==> config.mk <==
export PLATFORM = sky130hd
export DESIGN_NAME = msg_seg_ctrl
export DESIGN_NICKNAME = d
export VERILOG_FILES = /design/src/rtl/msg_seg_pkg.sv /design/src/rtl/msg_seg_req_check.sv /design/src/rtl/msg_seg_sequencer.sv /design/src/rtl/msg_seg_ctrl.sv
export SDC_FILE = /design/constraint.sdc
export NUM_CORES = 1
export LEC_CHECK = 0
export ABC_AREA = 1
export ABC_CLOCK_PERIOD_IN_PS = 6900
export BUFFER_PORTS_ARGS = -buffer_cell sky130_fd_sc_hd__buf_2
export CAP_MARGIN = 20
export CELL_PAD_IN_SITES_DETAIL_PLACEMENT = 2
export CELL_PAD_IN_SITES_GLOBAL_PLACEMENT = 2
export CORE_MARGIN = 2
export CORE_UTILIZATION = 33
export DETAILED_ROUTE_END_ITERATION = 10
export GPL_ROUTABILITY_DRIVEN = 0
export GPL_TIMING_DRIVEN = 0
export PLACE_DENSITY = 0.95
export SYNTH_ARGS = -nofsm -noshare
export SYNTH_HDL_FRONTEND = slang
export SYNTH_SLANG_ARGS = --single-unit
==> constraint.sdc <==
create_clock -name clk -period 6.9 [get_ports clk]
set_clock_uncertainty 0.05 [all_clocks]
set_input_delay 0.69 -clock clk [delete_from_list [all_inputs] [get_ports clk]]
set_output_delay 0.69 -clock clk [all_outputs]
set_load 0.02 [all_outputs]
==> src/rtl/msg_seg_pkg.sv <==
package msg_seg_pkg;

  localparam int SIZE_CODE_W = 4;
  localparam int MBOX_W      = 6;
  localparam int IDW_W       = 2;
  localparam int SEG_DW_W    = 6;
  localparam int CC_W        = 3;
  localparam logic [SIZE_CODE_W-1:0] SIZE_CODE_MIN = 4'd9;
  localparam logic [SIZE_CODE_W-1:0] SIZE_CODE_MAX = 4'd14;

  typedef enum logic [CC_W-1:0] {
    CC_OK       = 3'b000,
    CC_ZERO_LEN = 3'b001,
    CC_OVERSIZE = 3'b101,
    CC_BAD_SIZE = 3'b110,
    CC_BAD_IDW  = 3'b111
  } cmpl_code_e;

  function automatic logic size_code_legal(input logic [SIZE_CODE_W-1:0] code);
    return (code >= SIZE_CODE_MIN) && (code <= SIZE_CODE_MAX);
  endfunction

  // Double-words per full segment; meaningful only for legal codes.
  function automatic logic [SEG_DW_W-1:0] seg_dw_of(input logic [SIZE_CODE_W-1:0] code);
    logic [SIZE_CODE_W-1:0] sh;
    sh = code - SIZE_CODE_MIN;
    return SEG_DW_W'(1) << sh;
  endfunction

  function automatic logic idw_legal(input logic [IDW_W-1:0] idw);
    return idw[1] == 1'b0;
  endfunction

endpackage

==> src/rtl/msg_seg_req_check.sv <==
module msg_seg_req_check
  import msg_seg_pkg::*;
#(
  parameter int LEN_W    = 16,
  parameter int MAX_SEGS = 16,
  localparam int DW_W    = LEN_W - 2
) (
  input  logic [LEN_W-1:0]       len_bytes,
  input  logic [SIZE_CODE_W-1:0] size_code,
  input  logic [IDW_W-1:0]       idw,
  output cmpl_code_e             code,
  output logic [DW_W-1:0]        total_dw,
  output logic [SEG_DW_W-1:0]    seg_dw,
  output logic                   multi
);

  logic [LEN_W:0] len_round;
  logic [31:0]    limit_dw;

  assign len_round = {1'b0, len_bytes} + (LEN_W+1)'(7);
  assign total_dw  = len_round[LEN_W:3];
  assign seg_dw    = seg_dw_of(size_code);
  assign limit_dw  = 32'(MAX_SEGS) * 32'(seg_dw);
  assign multi     = 32'(total_dw) > 32'(seg_dw);

  always_comb begin
    if (!size_code_legal(size_code))      code = CC_BAD_SIZE;
    else if (!idw_legal(idw))             code = CC_BAD_IDW;
    else if (len_bytes == '0)             code = CC_ZERO_LEN;
    else if (32'(total_dw) > limit_dw)    code = CC_OVERSIZE;
    else                                  code = CC_OK;
  end

endmodule

==> src/rtl/msg_seg_sequencer.sv <==
module msg_seg_sequencer
  import msg_seg_pkg::*;
#(
  parameter int LEN_W    = 16,
  parameter int IDX_W    = 4,
  localparam int DW_W    = LEN_W - 2
) (
  input  logic                   clk,
  input  logic                   rst_n,
  input  logic                   start,
  input  cmpl_code_e             start_code,
  input  logic [DW_W-1:0]        start_total_dw,
  input  logic [SEG_DW_W-1:0]    start_seg_dw,
  input  logic [SIZE_CODE_W-1:0] start_size_code,
  input  logic [MBOX_W-1:0]      start_mbox,
  input  logic [IDW_W-1:0]       start_idw,
  input  logic                   seg_ready,
  output logic                   idle,
  output logic                   seg_valid,
  output logic [IDX_W-1:0]       seg_index,
  output logic [SEG_DW_W-1:0]    seg_dwords,
  output logic                   seg_last,
  output logic [MBOX_W-1:0]      seg_mbox,
  output logic [IDW_W-1:0]       seg_idw,
  output logic [SIZE_CODE_W-1:0] seg_size_code,
  output logic                   cmp_valid,
  output logic [CC_W-1:0]        cmp_code
);

  typedef enum logic [1:0] {S_IDLE, S_SEND, S_CMPL} seq_state_e;

  seq_state_e             state;
  logic [IDX_W-1:0]       idx_q;
  logic [DW_W-1:0]        rem_q;
  logic [SEG_DW_W-1:0]    seg_dw_q;
  logic [MBOX_W-1:0]      mbox_q;
  logic [IDW_W-1:0]       idw_q;
  logic [SIZE_CODE_W-1:0] size_q;
  cmpl_code_e             cc_q;
  logic                   is_last;

  assign is_last = rem_q <= DW_W'(seg_dw_q);

  always_ff @(posedge clk or negedge rst_n) begin
    if (!rst_n) begin
      state    <= S_IDLE;
      idx_q    <= '0;
      rem_q    <= '0;
      seg_dw_q <= '0;
      mbox_q   <= '0;
      idw_q    <= '0;
      size_q   <= '0;
      cc_q     <= CC_OK;
    end else begin
      case (state)
        S_IDLE: if (start) begin
          idx_q    <= '0;
          rem_q    <= start_total_dw;
          seg_dw_q <= start_seg_dw;
          mbox_q   <= start_mbox;
          idw_q    <= start_idw;
          size_q   <= start_size_code;
          cc_q     <= start_code;
          state    <= (start_code == CC_OK) ? S_SEND : S_CMPL;
        end
        S_SEND: if (seg_ready) begin
          if (is_last) begin
            state <= S_CMPL;
            cc_q  <= CC_OK;
          end else begin
            idx_q <= idx_q + IDX_W'(1);
            rem_q <= rem_q - DW_W'(seg_dw_q);
          end
        end
        S_CMPL:  state <= S_IDLE;
        default: state <= S_IDLE;
      endcase
    end
  end

  assign idle          = state == S_IDLE;
  assign seg_valid     = state == S_SEND;
  assign cmp_valid     = state == S_CMPL;
  assign cmp_code      = cc_q;
  assign seg_index     = idx_q;
  assign seg_last      = is_last;
  assign seg_dwords    = is_last ? SEG_DW_W'(rem_q) : seg_dw_q;
  assign seg_mbox      = mbox_q;
  assign seg_idw       = idw_q;
  assign seg_size_code = size_q;

endmodule

==> src/rtl/msg_seg_ctrl.sv <==
module msg_seg_ctrl
  import msg_seg_pkg::*;
#(
  parameter int LEN_W    = 16,
  parameter int MAX_SEGS = 16,
  localparam int IDX_W   = $clog2(MAX_SEGS),
  localparam int DW_W    = LEN_W - 2
) (
  input  logic                   clk,
  input  logic                   rst_n,
  input  logic                   req_valid,
  output logic                   req_ready,
  input  logic [LEN_W-1:0]       req_len_bytes,
  input  logic [SIZE_CODE_W-1:0] req_size_code,
  input  logic [MBOX_W-1:0]      req_mbox,
  input  logic [IDW_W-1:0]       req_idw,
  output logic                   seg_valid,
  input  logic                   seg_ready,
  output logic [IDX_W-1:0]       seg_index,
  output logic [SEG_DW_W-1:0]    seg_dwords,
  output logic                   seg_last,
  output logic [MBOX_W-1:0]      seg_mbox,
  output logic [IDW_W-1:0]       seg_idw,
  output logic [SIZE_CODE_W-1:0] seg_size_code,
  output logic                   cmp_valid,
  output logic [CC_W-1:0]        cmp_code
);

  cmpl_code_e          chk_code;
  logic [DW_W-1:0]     chk_total_dw;
  logic [SEG_DW_W-1:0] chk_seg_dw;
  logic                chk_multi;
  logic [MBOX_W-1:0]   mbox_eff;
  logic                idle;

  // Named events for the checker
  logic req_fire;
  logic seg_fire;
  logic last_fire;

  msg_seg_req_check #(.LEN_W(LEN_W), .MAX_SEGS(MAX_SEGS)) check_i (
    .len_bytes (req_len_bytes),
    .size_code (req_size_code),
    .idw       (req_idw),
    .code      (chk_code),
    .total_dw  (chk_total_dw),
    .seg_dw    (chk_seg_dw),
    .multi     (chk_multi)
  );

  // Multi-segment messages keep only the two low mailbox bits
  assign mbox_eff = chk_multi ? {{(MBOX_W-2){1'b0}}, req_mbox[1:0]} : req_mbox;

  msg_seg_sequencer #(.LEN_W(LEN_W), .IDX_W(IDX_W)) seq_i (
    .clk             (clk),
    .rst_n           (rst_n),
    .start           (req_fire),
    .start_code      (chk_code),
    .start_total_dw  (chk_total_dw),
    .start_seg_dw    (chk_seg_dw),
    .start_size_code (req_size_code),
    .start_mbox      (mbox_eff),
    .start_idw       (req_idw),
    .seg_ready       (seg_ready),
    .idle            (idle),
    .seg_valid       (seg_valid),
    .seg_index       (seg_index),
    .seg_dwords      (seg_dwords),
    .seg_last        (seg_last),
    .seg_mbox        (seg_mbox),
    .seg_idw         (seg_idw),
    .seg_size_code   (seg_size_code),
    .cmp_valid       (cmp_valid),
    .cmp_code        (cmp_code)
  );

  assign req_ready = idle;
  assign req_fire  = req_valid && req_ready;
  assign seg_fire  = seg_valid && seg_ready;
  assign last_fire = seg_fire && seg_last;

endmodule

==> impl_metrics.json, run 1 <==
{
  "die_h_um": 104,
  "clk_pin_slew_worst_paths_ns": 0.09,
  "p_leak_nw": 2.08,
  "synth_area_per_cell_sq_um": 6.94,
  "cts_buffers": 5,
  "finalSetupViolCount": 0,
  "cts_resized": 0,
  "synth-seq-cells": 41,
  "stdcell_area_sq_mm": 0.00386,
  "crit_path_max_incr_delay_ns": 0.43,
  "htreeDepth": 2,
  "synth.top_cell.area_share": 0.313,
  "max_slew_margin": 0.369,
  "synthTopCellsByArea": "dfrtp_1 31%, nand2_1 17%, ha_1 7.3%",
  "fmax_mhz": 269,
  "yosysTopAreaCell": "dfrtp_1",
  "synth_ff_type": "dfrtp_1",
  "drt_iter0_drc": 118,
  "powerDensity_mw_per_mm2": 414,
  "hold_viol": 0,
  "antenna_left": 0,
  "vias": 3576,
  "insertion_delay_ns": 0.30,
  "io_pins": 61,
  "grt_pass1_wl_um": 22300,
  "critPathCaptureType": "primary output",
  "grt_pass1_vias": 4193,
  "drcViolationCount": 0,
  "hp-class": "reg2reg",
  "drv_cap": 0,
  "routed_via_density": 5.31,
  "fp.dieW_um": 104,
  "p_total_mw": 1.60,
  "first_pass_iters": 4,
  "critical_path.max_fanout": 10,
  "synthArstFlopShare": 1.00,
  "maxSlewViolCount": 0,
  "synth-edff-count": 0,
  "portBuffers": 60,
  "period_minus_slack_ns": 3.72,
  "antenna_found_initial": 0,
  "cts_hold_buf": 0,
  "core_area_sq_mm": 0.00968,
  "critPathSlowestCell": "dfrtp_1",
  "area_delta_synth_final_pct": 17.9,
  "drive_gt1_frac": 0.213,
  "crit_chain": "inv_1, ha_1, fa_1, nand3b_1, nand2_1, nand2_2, nand2_2, o31ai_4, buf_2, nand2_1, o21ai_0, buf_2",
  "final_core_util": 0.399,
  "arrival_ns": 2.98,
  "fin_crit_sh": 0.539,
  "cts_tree": "built",
  "crit_type": "reg2out",
  "drt_wl_total_um": 13700,
  "wl_per_cell_um": 20.4,
  "syn_inst": 472,
  "setup_tns_ns": 0,
  "yosysSeqAreaShare": 0.313,
  "cp.required_ns": 6.16,
  "diodes": 0,
  "grt-ovfl-total": 0,
  "grt_usage": 0.262,
  "cts_setup_buffers": 0,
  "grt_start_max_net_pins": 42,
  "ys_warn_count": 0,
  "startpoint_type": "register",
  "cts_root_buf": "clkbuf_8",
  "syn-num-nets": 524,
  "worst_pin_slew_ns": 0.947,
  "syn_area_sq_mm": 0.00327,
  "rows": 36,
  "die_area_sq_mm": 0.0107,
  "place_area_sq_mm": 0.00374,
  "rsz0062_at_grt": "false",
  "start_util": 0.338,
  "clk_path_buf_depth": 2,
  "ir_drop_mv": 0.138,
  "status": "finished clean",
  "synth.distinct_cells": 40,
  "hpwl_um": 11100,
  "nets": 591,
  "clock-sinks": 41
}
-- critical path: cells and delay by family, from the launching register on --
kind	cells	cell delay (ns)
flip-flops	1	0.43
buffers and inverters	3	0.70
AO/OA/AOI/OAI	2	0.58
adder cells (fa/ha/maj)	2	0.43
AND/OR/NAND/NOR	5	0.53
-- per-stage QoR --
step | hold slack [ns] | std cells | worst slack [ns]
2_1_floorplan | 0.344 | 472 | 4.00
3_5_place_dp | 0.421 | 665 | 3.44
5_1_grt | 0.476 | 673 | 3.11
4_1_cts | 0.444 | 673 | 3.24
3_3_place_gp | 0.407 | 665 | 3.77
6_report | 0.438 | 673 | 3.18
-- final cells by class --
class                           instances  area [sq um]
Buffer                                 11          75.1
Clock buffer                            6          82.6
Clock inverter                          2          37.5
Fill cell                            1206          5820
Inverter                               65           249
Multi-Input combinational cell        355          1920
Sequential cell                        41          1030
Tap cell                              133           166
Timing Repair Buffer                   60           300
-- per-layer routing --
layer	wire (um)	up-vias	track usage
met5	0	-	0
met4	570	0	0.127
met3	443	38	0.0422
met2	7390	78	0.500
met1	5310	1817	0.278
li1	-	1643	-
-- logic make-up after synthesis --
logic type | share of synthesized area
and+or+nand+nor | 0.355
buffers and inverters | 0.0990
DFF | 0.313
AOI/OAI and AO/OA | 0.124
xor gates and xnor gates | 0.0294
adders and majority gates | 0.0787
-- placed cells by master, fill, tap and decap left out, types with 2 or more instances in the layout --
| cell | count |
|---|---|
| clkbuf_8 | 7 |
| o21ai_2 | 2 |
| a21oi_1 | 11 |
| buf_4 | 2 |
| ha_1 | 19 |
| nand2_2 | 14 |
| nand3b_1 | 4 |
| xnor2_1 | 3 |
| nor4_1 | 5 |
| o21ai_1 | 2 |
| clkbuf_1 | 5 |
| nor2_4 | 2 |
| a31oi_1 | 4 |
| xor2_1 | 8 |
| nand3_1 | 23 |
| buf_2 | 61 |
| o21ai_0 | 42 |
| dfrtp_1 | 41 |
| a21oi_2 | 2 |
| inv_2 | 4 |
| nand4_1 | 9 |
| nand2_1 | 152 |
| inv_1 | 60 |
| or2_1 | 2 |
| buf_6 | 2 |
| o211ai_1 | 2 |
| nor2_2 | 7 |
| nor3_2 | 2 |
| nor2_1 | 28 |
| nand3_2 | 3 |
-- Yosys cell counts, types with 5 or more instances --
cell      count
nand2_1     152
inv_1        60
o21ai_0      42
dfrtp_1      41
nor2_1       28
nand3_1      23
ha_1         19
nand2_2      14
a21oi_1      11
nand4_1       9
xor2_1        8
nor2_2        7
clkbuf_1      5
nor4_1        5
-- worst paths after layout --
path                              startpoint                end  slack, ns  cells after the start
setup / recovery              seq_i.rem_q[0]      seg_dwords[2]       3.18                     12
hold / removal             seq_i.seg_mbox[5]  seq_i.seg_mbox[5]       0.44                      2
setup reg to reg              seq_i.rem_q[0]     seq_i.rem_q[0]       4.20                     12
hold reg to reg            seq_i.seg_mbox[5]  seq_i.seg_mbox[5]       0.44                      2
max in group asynchronous              rst_n  seq_i.seg_dw_q[4]       5.73                      1
min in group asynchronous              rst_n    seq_i.rem_q[12]       0.47                      1
-- power by group --
| group | internal (mW) | switching (mW) |
|---|---|---|
| clock network | 0.118 | 0.0938 |
| registers | 0.333 | 0.0924 |
| logic | 0.291 | 0.671 |
-- state kept, by name (all words and copies together), names as in the netlist --
name and flops:
seq_i.seg_index 4, seq_i.seg_idw 2, seq_i.state 2, seq_i.cmp_code 3, seq_i.seg_mbox 6, seq_i.rem_q 14
seq_i.seg_size_code 4, seq_i.seg_dw_q 6
Power figures use the tool's default switching activity.
==> run 2, diff against run 1 <==
--- a/config.mk
+++ b/config.mk
@@ -5,18 +5,18 @@
 export SDC_FILE = /design/constraint.sdc
 export NUM_CORES = 1
 export LEC_CHECK = 0
-export ABC_AREA = 1
-export ABC_CLOCK_PERIOD_IN_PS = 6900
+export ABC_AREA = 0
+export ABC_CLOCK_PERIOD_IN_PS = 3400
 export BUFFER_PORTS_ARGS = -buffer_cell sky130_fd_sc_hd__buf_2
 export CAP_MARGIN = 20
 export CELL_PAD_IN_SITES_DETAIL_PLACEMENT = 2
 export CELL_PAD_IN_SITES_GLOBAL_PLACEMENT = 2
 export CORE_MARGIN = 2
-export CORE_UTILIZATION = 33
+export CORE_UTILIZATION = 29
 export DETAILED_ROUTE_END_ITERATION = 10
 export GPL_ROUTABILITY_DRIVEN = 0
 export GPL_TIMING_DRIVEN = 0
-export PLACE_DENSITY = 0.95
+export PLACE_DENSITY = 0.87
 export SYNTH_ARGS = -nofsm -noshare
 export SYNTH_HDL_FRONTEND = slang
 export SYNTH_SLANG_ARGS = --single-unit
==> constraint.sdc (replaced) <==
create_clock -name clk -period 3.4 [get_ports clk]
set_clock_uncertainty 0.05 [all_clocks]
set_input_delay 0.34 -clock clk [delete_from_list [all_inputs] [get_ports clk]]
set_output_delay 0.34 -clock clk [all_outputs]
set_load 0.02 [all_outputs]
==> run 2 against run 1 <==
Effect of this change:
- final area down 9.2%
- clock power up 60%
- clock-buffer cell count down 1
- critical path type unchanged
- setup slack worse by 2.9 ns
==> impl_metrics.json, run 2 <==
{
  "final_core_util": 0.360,
  "instances_no_fill": 558,
  "fp.dieW_um": 104,
  "largest_register_ffs": 14,
  "synth_area_per_cell_sq_um": 8.18,
  "max_slew_margin": 0.350,
  "grt-ovfl-total": 0,
  "clock-sinks": 41,
  "drt_wl_total_um": 10900,
  "syn-num-nets": 406,
  "hp-class": "in2reg",
  "fmax_mhz": 317,
  "finalSetupViolCount": 0,
  "synth_ff_type": "dfrtp_1",
  "die_h_um": 104,
  "antenna_left": 0,
  "synth.top_cell.area_share": 0.355,
  "regArea_sq_mm": 0.00103,
  "worstRegToRegCells": 11,
  "insertion_delay_ns": 0.30,
  "rows": 36,
  "synthArstFlopShare": 1.00,
  "layout_commonest_cell": "nand2_1",
  "cts_root_buf": "clkbuf_8",
  "start_util": 0.297,
  "synth_most_common_cell": "nand2_1",
  "powerDensity_mw_per_mm2": 418,
  "drcViolationCount": 0,
  "period_minus_slack_ns": 3.15,
  "regMostFlops": "seq_i.rem_q",
  "rsz0062_at_grt": "false",
  "drv_cap": 0,
  "synthTopCellsByArea": "dfrtp_1 35%, nand2_1 9.3%, ha_1 8.2%",
  "yosys-top-cells-count": "72 x nand2_1, 41 x dfrtp_1, 32 x o21ai_0, 22 x nor2_1",
  "die_area_sq_mm": 0.0108,
  "antenna_found_initial": 0,
  "whs_path_depth": 3,
  "nFillCells": 1173,
  "critPathCaptureType": "primary output",
  "synth-edff-count": 0,
  "drive_gt1_frac": 0.205,
  "io_pins": 61,
  "hold_viol": 0,
  "ys_warn_count": 0,
  "finalWorstSetupSlack_ns": 0.245,
  "clk_pin_slew_worst_paths_ns": 0.09,
  "routed_via_density": 5.28,
  "maxSlewViolCount": 0,
  "nets": 476,
  "worst_pin_slew_ns": 0.966,
  "crit_type": "reg2out",
  "grt_usage": 0.205,
  "startpoint_type": "register",
  "portBuffers": 59,
  "wl_per_cell_um": 19.5,
  "cp.required_ns": 3.01,
  "yosysTopAreaCell": "dfrtp_1",
  "stdcell_area_sq_mm": 0.00351,
  "yosysSeqAreaShare": 0.355,
  "clk_path_buf_depth": 2,
  "arrival_ns": 2.76,
  "grt_pass1_vias": 3331,
  "layout_common_cells": "72 x nand2_1, 61 x buf_2, 41 x dfrtp_1",
  "pre_cts_slack_ns": 0.170,
  "status": "finished clean",
  "synth-seq-cells": 41,
  "grt_start_max_net_pins": 42,
  "vias": 2946,
  "grt_pass1_wl_um": 17800,
  "core_area_sq_mm": 0.00973,
  "synth.distinct_cells": 53,
  "placedCellCount": 546,
  "cts_buffers": 5,
  "p_leak_nw": 1.62,
  "drt_iter0_drc": 124,
  "ir_drop_mv": 0.147,
  "critical_path.max_fanout": 10,
  "cts_tree": "built",
  "setup_tns_ns": 0,
  "hpwl_um": 8290,
  "first_pass_iters": 4,
  "syn_area_sq_mm": 0.00289,
  "area_delta_synth_final_pct": 21.1,
  "syn_inst": 354,
  "multi_input_area_sq_mm": 0.00178,
  "place_area_sq_mm": 0.00336,
  "fin_crit_sh": 0.928,
  "diodes": 0,
  "htreeDepth": 2
}
## run 2: repair_timing
action	in CTS	in global routing
setup buffers	0	2
endpoints found under the setup margin	5	5
hold buffers	0	1
pin swaps	0	2
gates resized for setup	2	4
hold endpoints to repair	0	13
## run 2: final timing paths
path,from,endpoint,slack [ns]
worst max-delay path,seq_i.rem_q[8],seg_dwords[2],0.25
worst min-delay path,req_idw[0],seq_i.seg_idw[0],0.18
worst max register to register,seq_i.seg_dw_q[0],seq_i.rem_q[8],0.62
worst min register to register,seq_i.seg_size_code[2],seq_i.seg_size_code[2],0.43
max in group asynchronous,rst_n,seq_i.seg_size_code[3],2.38
min in group asynchronous,rst_n,seq_i.rem_q[13],0.43
## run 2: kinds of logic (layout without fill, tap and decap cells)
kind of cell    Yosys count  after routing  share of synthesized area
xor+xnor                 15             15                     0.0454
flops                    41             41                      0.355
mux                       5              5                     0.0173
buf+inv                  28             99                     0.0372
simple gates            149            149                      0.241
compound gates           95             95                      0.211
fa+ha+maj                21             21                     0.0930
## run 2: final cells by class
cell class / instances / area share
multi-input cells: 285 / 0.507
flip-flops and latches: 41 / 0.293
repair buffers: 63 / 0.0971
well taps: 133 / 0.0475
clock buffers: 5 / 0.0196
inverters: 16 / 0.0171
plain buffers: 12 / 0.0136
clock inverters: 3 / 0.00500
## run 2: power breakdown
part / switching, mW / internal [mW]
Sequential: 0.0474 / 0.544
Clock: 0.197 / 0.142
Combinational: 0.343 / 0.193
## run 2: layer usage
layer | track usage | wire length (um) | vias up
met2 | 0.368 | 5550 | 65
li1 | - | - | 1387
met3 | 0.0338 | 366 | 12
met1 | 0.255 | 4780 | 1482
met5 | 0 | 0 | -
met4 | 0.0531 | 156 | 0
## run 2: worst max-delay path: stages (launching register included)
cell and delay, ns:
dfrtp_1 0.46, nor4_1 0.47, nand2b_1 0.16, nor2_1 0.24
nand2_1 0.14, or2_2 0.34, inv_2 0.10, buf_2 0.20
nand2_1 0.07, o21ai_1 0.08, buf_2 0.18
## run 2: metrics by stage
step / hold slack, ns / total power [mW]
global placement: 0.405 / 1.05
CTS: 0.172 / 1.45
floorplan: -0.00559 / 0.901
finish: 0.178 / 1.47
detailed placement: 0.411 / 1.09
global route: 0.184 / 1.56
